**src/rtl/thermal_guard.sv**
```systemverilog
module thermal_guard #(
  parameter int TW  = 8,
  parameter int NSW = 8
) (
  input  logic           clk,
  input  logic           rst_n,
  input  logic [TW-1:0]  warn_thr,
  input  logic [TW-1:0]  shut_thr,
  input  logic [TW-1:0]  hyst,
  input  logic           temp_vld,
  input  logic [TW-1:0]  temp_code,
  input  logic [NSW-1:0] sw_req,
  input  logic [NSW-1:0] sw_sense,
  input  logic           poll_cycle_end,
  input  logic           cs_n,
  input  logic           stat_rd,
  output logic [NSW-1:0] sw_en,
  output logic           poll_restart,
  output logic [NSW-1:0] sw_ref,
  output logic           int_n,
  output logic [1:0]     int_stat,
  output logic           st_tw,
  output logic           st_tsd,
  output logic           temp_flag
);

  typedef enum logic [1:0] {S_NORM = 2'd0, S_WARN = 2'd1, S_SHUT = 2'd2} tstate_e;

  tstate_e state, state_nx;
  logic [TW-1:0] warn_lo, shut_lo;
  logic cs_q, rd_seen, clr, enter_shut, leave_shut, first_cyc, poll_ok, ssc_set;

  assign warn_lo = (warn_thr > hyst) ? warn_thr - hyst : '0;
  assign shut_lo = (shut_thr > hyst) ? shut_thr - hyst : '0;

  always_comb begin
    state_nx = state;
    if (temp_vld) begin
      case (state)
        S_NORM:  if (temp_code > warn_thr) state_nx = S_WARN;
        S_WARN:  if (temp_code > shut_thr) state_nx = S_SHUT;
                 else if (temp_code < warn_lo) state_nx = S_NORM;
        S_SHUT:  if (temp_code < shut_lo)
                   state_nx = (temp_code < warn_lo) ? S_NORM : S_WARN;
        default: state_nx = S_NORM;
      endcase
    end
  end

  assign enter_shut = (state != S_SHUT) && (state_nx == S_SHUT);
  assign leave_shut = (state == S_SHUT) && (state_nx != S_SHUT);
  assign clr        = cs_n && !cs_q && rd_seen;
  assign poll_ok    = poll_cycle_end && (state != S_SHUT);
  assign ssc_set    = poll_ok && (first_cyc || (sw_sense != sw_ref));

  always_ff @(posedge clk or negedge rst_n) begin
    if (!rst_n) begin
      state        <= S_NORM;
      cs_q         <= 1'b1;
      rd_seen      <= 1'b0;
      int_stat     <= '0;
      poll_restart <= 1'b0;
      first_cyc    <= 1'b0;
      sw_ref       <= '0;
    end else begin
      state        <= state_nx;
      cs_q         <= cs_n;
      poll_restart <= leave_shut;
      if (cs_n && !cs_q)       rd_seen <= 1'b0;
      else if (!cs_n && stat_rd) rd_seen <= 1'b1;
      int_stat[0] <= (int_stat[0] && !clr) || enter_shut || leave_shut;
      int_stat[1] <= (int_stat[1] && !clr) || ssc_set;
      if (leave_shut)   first_cyc <= 1'b1;
      else if (poll_ok) first_cyc <= 1'b0;
      if (poll_ok) sw_ref <= sw_sense;
    end
  end

  assign st_tsd    = (state == S_SHUT);
  assign st_tw     = (state != S_NORM);
  assign temp_flag = (state != S_NORM);
  assign sw_en     = st_tsd ? '0 : sw_req;
  assign int_n     = ~|int_stat;

  a_r2_shut_from_warn: assert property (@(posedge clk) disable iff (!rst_n)
    $rose(st_tsd) |-> $past(st_tw));
  a_r3_switches_open: assert property (@(posedge clk) disable iff (!rst_n)
    st_tsd |-> (sw_en == '0));
  a_r4_entry_irq: assert property (@(posedge clk) disable iff (!rst_n)
    $rose(st_tsd) |-> (!int_n && int_stat[0]));
  a_r5_tw_with_tsd: assert property (@(posedge clk) disable iff (!rst_n)
    st_tsd |-> (st_tw && temp_flag));
  a_r6_exit_irq: assert property (@(posedge clk) disable iff (!rst_n)
    $fell(st_tsd) |-> (!int_n && int_stat[0]));
  a_r7_clear_on_cs_rise: assert property (@(posedge clk) disable iff (!rst_n)
    (($past(int_stat) != 2'b00) && (int_stat == 2'b00)) |-> ($past(cs_n) && !$past(cs_q)));
  a_r8_restart_pulse: assert property (@(posedge clk) disable iff (!rst_n)
    $fell(st_tsd) |-> poll_restart);
  a_r8_restart_single: assert property (@(posedge clk) disable iff (!rst_n)
    poll_restart |=> !poll_restart);
  a_r10_ref_hold: assert property (@(posedge clk) disable iff (!rst_n)
    (st_tsd && $past(st_tsd)) |-> $stable(sw_ref));

endmodule

```
**config.mk**
```make
export PLATFORM = sky130hd
export DESIGN_NAME = thermal_guard
export DESIGN_NICKNAME = d
export VERILOG_FILES = /design/src/rtl/thermal_guard.sv
export SDC_FILE = /design/constraint.sdc
export NUM_CORES = 1
export LEC_CHECK = 0
export BUFFER_PORTS_ARGS = -buffer_cell sky130_fd_sc_hd__buf_2
export CAP_MARGIN = 40
export CORE_UTILIZATION = 45
export DETAILED_ROUTE_END_ITERATION = 6
export HOLD_SLACK_MARGIN = 0.15
export PLACE_DENSITY_LB_ADDON = 0.05
export SKIP_CTS_REPAIR_TIMING = 1
export SLEW_MARGIN = 30
export SYNTH_ARGS = -nofsm -noshare
export SYNTH_HDL_FRONTEND = slang
export SYNTH_SLANG_ARGS = --single-unit
export TNS_END_PERCENT = 1
```
**constraint.sdc**
```tcl
create_clock -name clk -period 2 [get_ports clk]
set_input_delay 0.4 -clock clk [delete_from_list [all_inputs] [get_ports clk]]
set_output_delay 0.4 -clock clk [all_outputs]
set_load 0.01 [all_outputs]
```
==> run summary <==
status -> complete, but fails checks
failing checks -> negative setup slack
hold violation count in the final report -> 0
Critical Path RT -> 2120 ps
drt first pass iters -> 4
most frequent cells in the layout -> 74 x buf_2, 56 x buf_4, 41 x ha_1, 27 x inv_1, 20 x nand2_1
row count -> 25
max_slew headroom -> 57.81%
Clock Power Share -> 13.8%
synthesized flop and latch total -> 16
Remaining DRCs -> 0
HP Class -> in -> reg
r2r endpoint -> sw_ref[5]
CTS tree -> built
sequential cell fraction of total power -> 24.7%
Die Area -> 0.005229 sq mm
Ports -> 77
Critical Path, Cell by Cell -> buf_2, inv_8, ha_4, fa_2, nand2b_4, a211oi_2, nor3_2, nor2_2, nand3_1, ha_1, a21oi_1, o21ai_1, a2111oi_2, a21oi_1, a221o_1
R2R Path Start -> state[0]
die extent in y -> 72.31 um
gpl congestion -> 0.8247
Max H-tree Level -> 1
internal power -> 0.001263 W
CORE AREA -> 0.004755 sq mm
worst hold stages -> 1
Max Clock Skew -> 13.03 ps
DRT Wirelength -> 5.812 mm
slowest stage delay, CP -> 360 ps
cell mode on critical path -> a21oi_1
minimum clock period -> 3084 ps
DP Worst Slack -> -1427 ps
Mapped Nets -> 368
DR vias/cell -> 5.056
max-slew violations -> 0
crit path max fanout -> 4
switching portion of total power -> 39.46%
number of clock sinks -> 16
Die X -> 72.31 um
All-Layer GR Usage -> 22.03%
CTS Buffer Depth -> 2
CP endpoint kind -> flip-flop
Power, Total -> 0.002086 W
placed cell area -> 0.003156 sq mm
initial antenna violation count -> 0
final number of setup-violating endpoints -> 5
Worst R2R Setup Slack -> 390 ps
Post-Syn Area per Cell -> 8.363 sq um
Psw -> 0.0008231 W
crit start category -> input port
Final ANT Viol Nets -> 0
Final Cycle Share -> 154.2%
Final Instance Area -> 0.003346 sq mm
Reg clk slew, reported paths -> 60 ps
kind of critical path -> in -> reg
ratio of cells with drive above 1 in the final layout -> 43.64%
count of input and output buffers -> 76
min-delay src -> cs_n
total CTS buffers -> 3
first-pass GRT wire length -> 9.211 mm
grt total ovfl -> 0
EDFF count, synth -> 0
Syn Inst Count -> 266
vias in the first global route -> 2226
wire per inst -> 12.42 um
root buffer cell -> clkbuf_8
Post-Route Utilization -> 70.37%
peak supply drop -> 0.4777 mV
Peak Freq -> 324.3 MHz
max-cap violations -> 0
combinational share of power -> 61.5%
# fillers -> 415
r2r worst-path depth -> 3
slowest stage cell, crit path -> fa_2
Syn Std Cell Area -> 0.002225 sq mm
commonest non-fill, non-tap cell in the layout -> buf_2
slack of the critical path -> -1084 ps
Final Net Count -> 504
number of warnings issued by yosys -> 0
pin count of the biggest net entering global routing -> 17
Post-synth top flop -> dfrtp_1
worst slew pin tran -> 616.9 ps
sequential share of the synthesized area -> 18.05%
Skew-Pair Late Insertion Delay -> 250 ps
CP Data Arrival Time -> 3210 ps
Leak -> 1.706 nW
RSZ-0062 raised after global routing -> yes
pwr dens -> 623.4 mW/mm^2
DR vias -> 2366
Netlist cell types -> 44
area delta synth->final -> 50.39%
Starting Density -> 46.79%
post-detail-place hpwl -> 5.042 mm
Detailed Route Iter0 Violations -> 47
Antenna diodes -> 0
asr flop ratio synth -> 100.0%
Hold Path End -> cs_q
## layout make-up
cell class | count | area (sq um) | area share (%)
clock buffer | 4 | 55.05 | 1.645
inverter | 32 | 132.6 | 3.964
multi-input combinational | 216 | 1837 | 54.90
sequential | 16 | 401.6 | 12.00
tap | 67 | 83.83 | 2.506
timing repair buffer | 133 | 835.8 | 24.98
## registers in the layout, indices dropped and copies added (netlist names)
name / count
sw_ref: 8
int_stat: 2
state: 2
cs_q: 1
first_cyc: 1
poll_restart: 1
rd_seen: 1
## cell usage after synthesis (2+ instances only)
cell,instances,share of area (%)
a2111oi_0,2,0.79
a211oi_1,2,0.67
a21o_1,4,1.3
a21oi_1,18,4.0
a21oi_2,2,0.79
a311oi_1,4,1.6
and2_1,10,2.8
dfrtp_1,15,17
fa_1,2,1.8
ha_1,46,26
inv_1,30,5.1
inv_2,2,0.34
mux2_1,2,1.0
mux2_2,6,3.0
nand2_1,21,3.5
nand2b_1,4,1.1
nand3_1,6,1.3
nand3b_1,2,0.67
nand4_1,11,3.1
nor2_1,13,2.2
nor2b_1,4,1.1
nor3_1,3,0.67
nor4_1,2,0.56
o211ai_1,3,1.0
o21a_1,2,0.67
o21ai_0,9,2.0
o21ai_1,3,0.67
or2_2,2,0.56
or3_1,6,1.7
xnor2_1,11,4.3
xor2_1,6,2.4
## per-stage QoR
stage	setup TNS [ps]	instances	hold slack, ps
global route	-5256	468	271.9
detailed placement	-6200	463	332.9
finish	-4498	468	281.3
global placement	-5976	463	326.3
floorplan	-4574	266	104.4
CTS	-4991	467	58.89
## how the worst max path moves through the flow
stage / endpoint / slack, ps / startpoint / cells after the start
3_3_place_gp: state[0] / -1350 / warn_thr[0] / 15
5_1_grt: state[0] / -1230 / hyst[1] / 14
4_1_cts: state[0] / -1190 / warn_thr[0] / 15
2_1_floorplan: state[0] / -1000 / warn_thr[0] / 14
3_5_place_dp: state[0] / -1430 / warn_thr[0] / 15
6_report: state[0] / -1080 / warn_thr[0] / 15
## layer usage
layer | global-route usage (%) | share of wire, %
met3 | 1.250 | 2.7
met4 | 1.961 | 0.26
met5 | 0 | 0
met2 | 41.02 | 50
met1 | 28.98 | 47
## worst max-delay path: cells and delay by family
family          cells  cell delay, ps
compound gates      6            1240
simple gates        4             560
fa+ha+maj           3             840
buf+inv             2             170
## power groups by stage
stage | combinational, W | sequential [W] | clock, W
after floorplan | 0.000702 | 0.000548 | 0
after global placement | 0.00120 | 0.000514 | 0
after detailed placement | 0.00122 | 0.000520 | 0
after CTS | 0.00123 | 0.000515 | 0.000292
after global routing | 0.00142 | 0.000530 | 0.000306
final | 0.00128 | 0.000515 | 0.000287
## logic make-up after synthesis
family	synth area share (%)
flops	18.05
simple gates	20.81
fa+ha+maj	27.67
buf+inv	5.906
xor+xnor	6.693
mux	4.049
compound gates	16.82
Note: power is estimated with default switching activity, not from simulation.
